==> config.mk <==
export PLATFORM = sky130hd
export DESIGN_NAME = dac_level_cal
export DESIGN_NICKNAME = d
export VERILOG_FILES = /design/src/rtl/cal_pkg.sv /design/src/rtl/cal_sweep_ctrl.sv /design/src/rtl/cal_range_track.sv /design/src/rtl/cal_level_pick.sv /design/src/rtl/dac_level_cal.sv
export SDC_FILE = /design/constraint.sdc
export NUM_CORES = 1
export LEC_CHECK = 0
export BUFFER_PORTS_ARGS = -buffer_cell sky130_fd_sc_hd__buf_2
export CORE_ASPECT_RATIO = 1.5
export CORE_UTILIZATION = 66
export DETAILED_ROUTE_END_ITERATION = 7
export HOLD_SLACK_MARGIN = 0.06
export PLACE_DENSITY_LB_ADDON = 0.12
export SETUP_SLACK_MARGIN = 0.5
export SYNTH_ARGS = -nofsm -noshare
export SYNTH_HDL_FRONTEND = slang
export SYNTH_HIERARCHICAL = 1
export SYNTH_SLANG_ARGS = --single-unit
==> constraint.sdc <==
create_clock -name clk -period 6.3 [get_ports clk]
set_clock_uncertainty 0.2 [all_clocks]
set_input_delay 0.315 -clock clk [delete_from_list [all_inputs] [get_ports clk]]
set_output_delay 0.315 -clock clk [all_outputs]
set_load 0.01 [all_outputs]
==> src/rtl/cal_pkg.sv <==
`timescale 1ns/1ps
package cal_pkg;
  typedef enum logic [1:0] {
    ST_IDLE   = 2'd0,
    ST_SETTLE = 2'd1,
    ST_SAMPLE = 2'd2,
    ST_COMMIT = 2'd3
  } cal_state_e;
endpackage

==> src/rtl/cal_sweep_ctrl.sv <==
`timescale 1ns/1ps
// Sweep sequencer: steps the fine code, waits for settling, requests readings.
module cal_sweep_ctrl import cal_pkg::*; #(
  parameter int FINE_W        = 5,
  parameter int SETTLE_CYCLES = 3
) (
  input  logic              clk,
  input  logic              rst_n,
  input  logic              start,
  input  logic              adc_valid,
  output logic [FINE_W-1:0] dac_code,
  output logic              sample_req,
  output logic              busy,
  output logic              clr_en,
  output logic              rec_en,
  output logic              commit_en
);
  localparam int CNT_W = $clog2(SETTLE_CYCLES + 1);
  localparam logic [CNT_W-1:0]  CNT_LAST = CNT_W'(SETTLE_CYCLES - 1);
  localparam logic [FINE_W-1:0] CODE_TOP = '1;

  cal_state_e        st_q, st_d;
  logic [FINE_W-1:0] code_q, code_d;
  logic [CNT_W-1:0]  cnt_q, cnt_d;

  always_comb begin
    st_d      = st_q;
    code_d    = code_q;
    cnt_d     = cnt_q;
    clr_en    = 1'b0;
    rec_en    = 1'b0;
    commit_en = 1'b0;
    case (st_q)
      ST_IDLE: begin
        if (start) begin
          st_d   = ST_SETTLE;
          code_d = '0;
          cnt_d  = '0;
          clr_en = 1'b1;
        end
      end
      ST_SETTLE: begin
        if (cnt_q == CNT_LAST) st_d = ST_SAMPLE;
        else                   cnt_d = cnt_q + 1'b1;
      end
      ST_SAMPLE: begin
        if (adc_valid) begin
          rec_en = 1'b1;
          if (code_q == CODE_TOP) begin
            st_d = ST_COMMIT;
          end else begin
            code_d = code_q + 1'b1;
            cnt_d  = '0;
            st_d   = ST_SETTLE;
          end
        end
      end
      ST_COMMIT: begin
        commit_en = 1'b1;
        st_d      = ST_IDLE;
      end
      default: st_d = ST_IDLE;
    endcase
  end

  always_ff @(posedge clk or negedge rst_n) begin
    if (!rst_n) begin
      st_q   <= ST_IDLE;
      code_q <= '0;
      cnt_q  <= '0;
    end else begin
      st_q   <= st_d;
      code_q <= code_d;
      cnt_q  <= cnt_d;
    end
  end

  assign dac_code   = code_q;
  assign sample_req = (st_q == ST_SAMPLE);
  assign busy       = (st_q != ST_IDLE);
endmodule

==> src/rtl/cal_range_track.sv <==
`timescale 1ns/1ps
// Per-code span tracker: lowest and highest fine code seen for each ADC code.
module cal_range_track #(
  parameter int ADC_W  = 4,
  parameter int FINE_W = 5
) (
  input  logic                           clk,
  input  logic                           rst_n,
  input  logic                           clr_en,
  input  logic                           rec_en,
  input  logic [ADC_W-1:0]               rec_code,
  input  logic [FINE_W-1:0]              rec_fine,
  output logic [(1<<ADC_W)-1:0]          seen_o,
  output logic [(1<<ADC_W)-1:0][FINE_W-1:0] lo_o,
  output logic [(1<<ADC_W)-1:0][FINE_W-1:0] hi_o
);
  localparam int CODES = 1 << ADC_W;

  for (genvar g = 0; g < CODES; g++) begin : g_code
    logic              seen_q, seen_d;
    logic [FINE_W-1:0] lo_q, lo_d, hi_q, hi_d;
    logic              hit;

    assign hit = rec_en && (rec_code == ADC_W'(g));

    always_comb begin
      seen_d = seen_q;
      lo_d   = lo_q;
      hi_d   = hi_q;
      if (clr_en) begin
        seen_d = 1'b0;
      end else if (hit) begin
        if (!seen_q) begin
          seen_d = 1'b1;
          lo_d   = rec_fine;
          hi_d   = rec_fine;
        end else begin
          if (rec_fine < lo_q) lo_d = rec_fine;
          if (rec_fine > hi_q) hi_d = rec_fine;
        end
      end
    end

    always_ff @(posedge clk or negedge rst_n) begin
      if (!rst_n) begin
        seen_q <= 1'b0;
        lo_q   <= '0;
        hi_q   <= '0;
      end else begin
        seen_q <= seen_d;
        lo_q   <= lo_d;
        hi_q   <= hi_d;
      end
    end

    assign seen_o[g] = seen_q;
    assign lo_o[g]   = lo_q;
    assign hi_o[g]   = hi_q;
  end
endmodule

==> src/rtl/cal_level_pick.sv <==
`timescale 1ns/1ps
// Chooses the drive level for each code from its measured span.
module cal_level_pick #(
  parameter int ADC_W       = 4,
  parameter int FINE_W      = 5,
  parameter int EDGE_MARGIN = 1
) (
  input  logic [(1<<ADC_W)-1:0][FINE_W-1:0] lo_i,
  input  logic [(1<<ADC_W)-1:0][FINE_W-1:0] hi_i,
  output logic [(1<<ADC_W)-1:0][FINE_W-1:0] level_o
);
  localparam int CODES = 1 << ADC_W;
  localparam logic [FINE_W:0]   MARG_X = (FINE_W+1)'(EDGE_MARGIN);
  localparam logic [FINE_W-1:0] MARG_N = FINE_W'(EDGE_MARGIN);

  for (genvar g = 0; g < CODES; g++) begin : g_pick
    logic [FINE_W:0]   lo_x, hi_x;
    logic [FINE_W-1:0] lvl;

    assign lo_x = {1'b0, lo_i[g]};
    assign hi_x = {1'b0, hi_i[g]};

    if (g == 0) begin : g_bottom
      // open below: back off from the boundary with code 1
      always_comb begin
        if (hi_x < lo_x + MARG_X) lvl = lo_i[g];
        else                      lvl = hi_i[g] - MARG_N;
      end
    end else if (g == CODES - 1) begin : g_top
      // open above: step in from the boundary with the code below
      always_comb begin
        if (lo_x + MARG_X > hi_x) lvl = hi_i[g];
        else                      lvl = lo_i[g] + MARG_N;
      end
    end else begin : g_mid
      always_comb lvl = FINE_W'((lo_x + hi_x) >> 1);
    end

    assign level_o[g] = lvl;
  end
endmodule

==> src/rtl/dac_level_cal.sv <==
`timescale 1ns/1ps
// Top: sweep, span tracking, level choice and the committed level table.
module dac_level_cal #(
  parameter int ADC_BITS      = 4,
  parameter int EXTRA_BITS    = 1,
  parameter int SETTLE_CYCLES = 3,
  parameter int EDGE_MARGIN   = 1
) (
  input  logic                           clk,
  input  logic                           rst_n,
  input  logic                           start,
  output logic                           busy,
  output logic                           done,
  output logic                           cal_err,
  output logic [ADC_BITS+EXTRA_BITS-1:0] dac_code,
  output logic                           sample_req,
  input  logic                           adc_valid,
  input  logic [ADC_BITS-1:0]            adc_code,
  input  logic [ADC_BITS-1:0]            rd_addr,
  output logic [ADC_BITS+EXTRA_BITS-1:0] rd_level,
  output logic                           rd_valid
);
  localparam int FINE_W = ADC_BITS + EXTRA_BITS;
  localparam int CODES  = 1 << ADC_BITS;

  logic clr_en, rec_en, commit_en;
  logic [CODES-1:0]             seen;
  logic [CODES-1:0][FINE_W-1:0] span_lo, span_hi, pick;

  cal_sweep_ctrl #(
    .FINE_W        (FINE_W),
    .SETTLE_CYCLES (SETTLE_CYCLES)
  ) u_sweep (
    .clk        (clk),
    .rst_n      (rst_n),
    .start      (start),
    .adc_valid  (adc_valid),
    .dac_code   (dac_code),
    .sample_req (sample_req),
    .busy       (busy),
    .clr_en     (clr_en),
    .rec_en     (rec_en),
    .commit_en  (commit_en)
  );

  cal_range_track #(
    .ADC_W  (ADC_BITS),
    .FINE_W (FINE_W)
  ) u_track (
    .clk      (clk),
    .rst_n    (rst_n),
    .clr_en   (clr_en),
    .rec_en   (rec_en),
    .rec_code (adc_code),
    .rec_fine (dac_code),
    .seen_o   (seen),
    .lo_o     (span_lo),
    .hi_o     (span_hi)
  );

  cal_level_pick #(
    .ADC_W       (ADC_BITS),
    .FINE_W      (FINE_W),
    .EDGE_MARGIN (EDGE_MARGIN)
  ) u_pick (
    .lo_i    (span_lo),
    .hi_i    (span_hi),
    .level_o (pick)
  );

  logic [CODES-1:0][FINE_W-1:0] level_q, level_d;
  logic [CODES-1:0]             valid_q, valid_d;
  logic                         done_q, done_d, err_q, err_d;

  always_comb begin
    level_d = level_q;
    valid_d = valid_q;
    done_d  = done_q;
    err_d   = err_q;
    if (clr_en) begin
      done_d = 1'b0;
      err_d  = 1'b0;
    end
    if (commit_en) begin
      level_d = pick;
      valid_d = seen;
      done_d  = 1'b1;
      err_d   = ~&seen;
    end
  end

  always_ff @(posedge clk or negedge rst_n) begin
    if (!rst_n) begin
      level_q <= '0;
      valid_q <= '0;
      done_q  <= 1'b0;
      err_q   <= 1'b0;
    end else begin
      level_q <= level_d;
      valid_q <= valid_d;
      done_q  <= done_d;
      err_q   <= err_d;
    end
  end

  assign done     = done_q;
  assign cal_err  = err_q;
  assign rd_level = level_q[rd_addr];
  assign rd_valid = valid_q[rd_addr];
endmodule

==> results.py <==
metrics = {
    "setup_path": {
        "timing.reg2reg.setup_slack_ps": 3040,
        "critical_path_peak_fanout": 48,
        "capture_instance_of_the_worst_register_to_register_path": "u_track/g_code[12].hi_q[2]$_DFFE_PN0P_",
        "critical_path.reg2reg.startpoint": "u_sweep/dac_code[1]$_DFFE_PN0P_",
        "crit_path_max_cell_delay_ps": 1110,
        "cp_cell_sequence": "buf_4 > ha_1 > nand4_1 > o22ai_1 > o221ai_1 > mux2_2",
        "crit_path_end_kind": "flop",
        "reg2regPathDepth": 6,
        "setup.worst_path.class": "flop to flop",
        "worst_endpoint_required_time_ps": 6540,
        "slowest_stage": "dfrtp_2",
        "critPathLaunchType": "flop",
        "endpoint": "u_track/g_code[12].hi_q[2]$_DFFE_PN0P_",
        "startpoint_of_the_worst_setup_timing_path": "u_sweep/dac_code[1]$_DFFE_PN0P_",
        "arrival_ps": 3500,
    },
    "route": {
        "vias_per_cell": 6.193,
        "detail-route-antenna-nets": 0,
        "dr.first_iter.drc_count": 576,
        "drc": 0,
        "vias": 12139,
        "drt-pass1-iter-count": 5,
        "post_drt_wl_per_cell_microns": 19.95,
        "totalWireLength_microns": 39100,
    },
    "synthesis": {
        "ys_dominant_reg_cell": "dfrtp_1",
        "async_set_reset_flop_share_out_of_synthesis": 1.000,
        "synthesized_flop_and_latch_total": 283,
        "postSynthNetCount": 1834,
        "number_of_flops_mapped_to_enable_cells_by_yosys": 0,
        "synth_cell_types": 61,
        "mappedNetlistArea_sq_um": 18120,
        "fraction_of_the_yosys_area_taken_by_sequential_cells": 0.3909,
        "avgSynthCellArea_sq_um": 11.37,
        "netlist_instances": 1593,
        "yosysWarnings": 6,
    },
    "placement": {
        "routability_congestion_estimate_from_global_placement": 0.8388,
        "detailed_place_hpwl_microns": 27330,
        "buffer_ports.inserted": 26,
    },
    "cells_and_area": {
        "share_of_cells_above_drive_strength_1": 0.2423,
        "n_fill_cell": 1919,
        "num-nets-final": 1841,
        "area_growth_pct": 6.664,
    },
    "floorplanning": {
        "ioPinCount": 27,
        "num_rows": 73,
        "die_h_microns": 204.9,
        "core_area_sq_um": 26760,
        "initial_utilization": 0.6770,
        "die-area_sq_um": 28130,
        "floorplan.die.width_microns": 137.3,
    },
    "power_and_ir_drop": {
        "static-leakage-power_nw": 9.710,
        "power-per-cell-area_nw_per_um2": 208.9,
        "worst_ir_drop_vdd_v": 0.0002329,
    },
    "clock_tree": {
        "cts.reportedPaths.clkPinSlew_ps": 60,
        "clk-insertion-delay-late_ps": 550,
        "cts_inserted_buffers": 29,
        "root_buffer": "clkbuf_16",
        "clockBufferDepth": 3,
        "htreeDepth": 1,
        "cts.sink_count": 283,
        "cts_tree": "done",
    },
    "sta": {
        "hold_slack_ps": 147.1,
        "finalSetupTns_ps": 0,
        "finalCritPeriodShare": 0.5181,
        "finalSetupViolCount": 0,
        "hold_viol": 0,
        "period_minus_slack_ps": 3264,
        "slew-limit-headroom": 0.2383,
        "grt_setup_unrepaired": "false",
        "slew_viol_final": 0,
        "fmax_mhz": 306.4,
        "worstMarginPinSlew_ps": 1141,
    },
    "global_route": {
        "met2_track_demand_over_resource_in_global_routing": 0.5191,
        "globalRoute.totalOverflow": 0,
        "grt_pass1_wl_microns": 63570,
        "global_route_layer_with_the_greatest_usage": "met2",
        "globalRouteTotalUtil": 0.2922,
        "grt_util_met3": 0.03737,
        "antenna_found_initial": 1,
        "met1_use_gr": 0.3567,
        "grt_pass1_vias": 12407,
        "largest_net_degree_at_the_start_of_global_routing": 163,
    },
    "hold_path": {
        "hp-start": "adc_code[0]",
        "hold_path.class": "primary input to flop",
    },
    "flow_run": {
        "number_of_max_cap_violations": 0,
    },
    "status": {
        "run_status": "finished clean",
    },
}
## critical path, delay by kind of cell (launching register included)
kind | cells | cell delay [ps]
DFF | 1 | 1110
AOI/OAI and AO/OA | 2 | 550
buffers and inverters | 1 | 480
muxes | 1 | 400
adders and majority gates | 1 | 300
and+or+nand+nor | 1 | 100
## sequential cells by signal, summed over array words and instances (netlist names)
name                   count
cal_err                    1
u_track/g_code.hi_q       80
u_track/g_code.lo_q       80
u_track/g_code.seen_q     16
valid_q                   16
u_sweep/st_q               2
u_sweep/cnt_q              2
u_sweep/dac_code           5
level_q                   80
done                       1
## layer usage
layer / up-vias / wire [microns]
li1: 5691 / -
met1: 6140 / 16100
met2: 230 / 20440
met3: 78 / 1329
met4: 0 / 1227
met5: - / 0
## worst min path at each step
stage	cells after the start	slack, ps	to
3_3_place_gp	1	260	u_track/g_code[15].lo_q[0]$_DFFE_PN0P_
4_1_cts	3	130	u_track/g_code[14].seen_q$_DFFE_PN0P_
5_1_grt	3	140	u_track/g_code[0].seen_q$_DFFE_PN0P_
3_5_place_dp	1	270	u_track/g_code[15].lo_q[3]$_DFFE_PN0P_
2_1_floorplan	0	-180	cal_err$_DFFE_PN0P_
6_report	3	150	u_track/g_code[0].seen_q$_DFFE_PN0P_
## Yosys cell counts, types with 17 or more instances
cell type | instances | area [sq um]
nand3_1 | 23 | 115.1
ha_1 | 215 | 2690
clkbuf_1 | 24 | 90.09
xnor2_1 | 44 | 385.4
a211oi_1 | 17 | 127.6
nand2b_1 | 34 | 212.7
dfrtp_1 | 283 | 7082
nand4_1 | 21 | 131.4
inv_1 | 215 | 807.0
o22ai_1 | 33 | 206.5
a21oi_1 | 45 | 225.2
o21ai_0 | 37 | 185.2
buf_4 | 19 | 142.6
mux2_2 | 261 | 2939
a21o_1 | 50 | 375.4
nand2_1 | 74 | 277.8
## logic make-up after synthesis
| logic type | Yosys count | share of synthesized area |
|---|---|---|
| AOI/OAI and AO/OA | 265 | 0.1008 |
| xor gates and xnor gates | 51 | 0.02465 |
| adders and majority gates | 229 | 0.1640 |
| buffers and inverters | 278 | 0.06464 |
| DFF | 283 | 0.3909 |
| muxes | 288 | 0.1964 |
| and+or+nand+nor | 199 | 0.05870 |
## power by group
group          switching, mW  internal (mW)  leakage [nW]
logic                  0.266          0.200          5.34
clock network          0.695          0.919         0.438
registers             0.0651           1.89          3.94
## stage by stage
step / instances / setup WS, ps / instance area [sq um] / utilization / total power, mW
4_1_cts: 1959 / 3001 / 19320 / 0.7220 / 4.077
3_5_place_dp: 1903 / 3026 / 18410 / 0.6879 / 2.457
3_3_place_gp: 1903 / 3118 / 18410 / 0.6879 / 2.440
2_1_floorplan: 1593 / 3462 / 18120 / - / 2.319
6_report: 1960 / 3036 / 19320 / 0.7221 / 4.038
5_1_grt: 1960 / 2863 / 19320 / 0.7221 / 4.204
## placed cells by master (no fill, tap or decap), types with 17 or more instances in the layout
cell	Yosys	final
o22ai_1	33	33
nand2b_1	34	34
xnor2_1	44	44
a211oi_1	17	17
o21ai_0	37	37
ha_1	215	215
a21oi_1	45	45
clkbuf_16	0	29
buf_2	12	25
mux2_2	261	261
nand2_1	74	74
dfrtp_1	283	278
inv_1	215	215
nand4_1	21	21
nand3_1	23	23
a21o_1	50	50
## cell type report
cell class / instances / area, sq um / share of cell area
repair buffers: 38 / 250.2 / 0.01295
diodes: 1 / 2.502 / 0.0001295
multi-input cells: 1032 / 9866 / 0.5105
clock inverters: 6 / 30.03 / 0.001554
inverters: 216 / 813.3 / 0.04208
well taps: 337 / 421.7 / 0.02182
flip-flops and latches: 283 / 7088 / 0.3668
clock buffers: 47 / 853.3 / 0.04416
## repair_timing
action | in CTS | in global routing
hold endpoints to repair | 123 | 0
resized for setup | 0 | 0
hold buffers | 3 | 0
endpoints found under the setup margin | 0 | 0
setup buffers | 0 | 0
No activity file was read; power rests on OpenSTA's default activity.
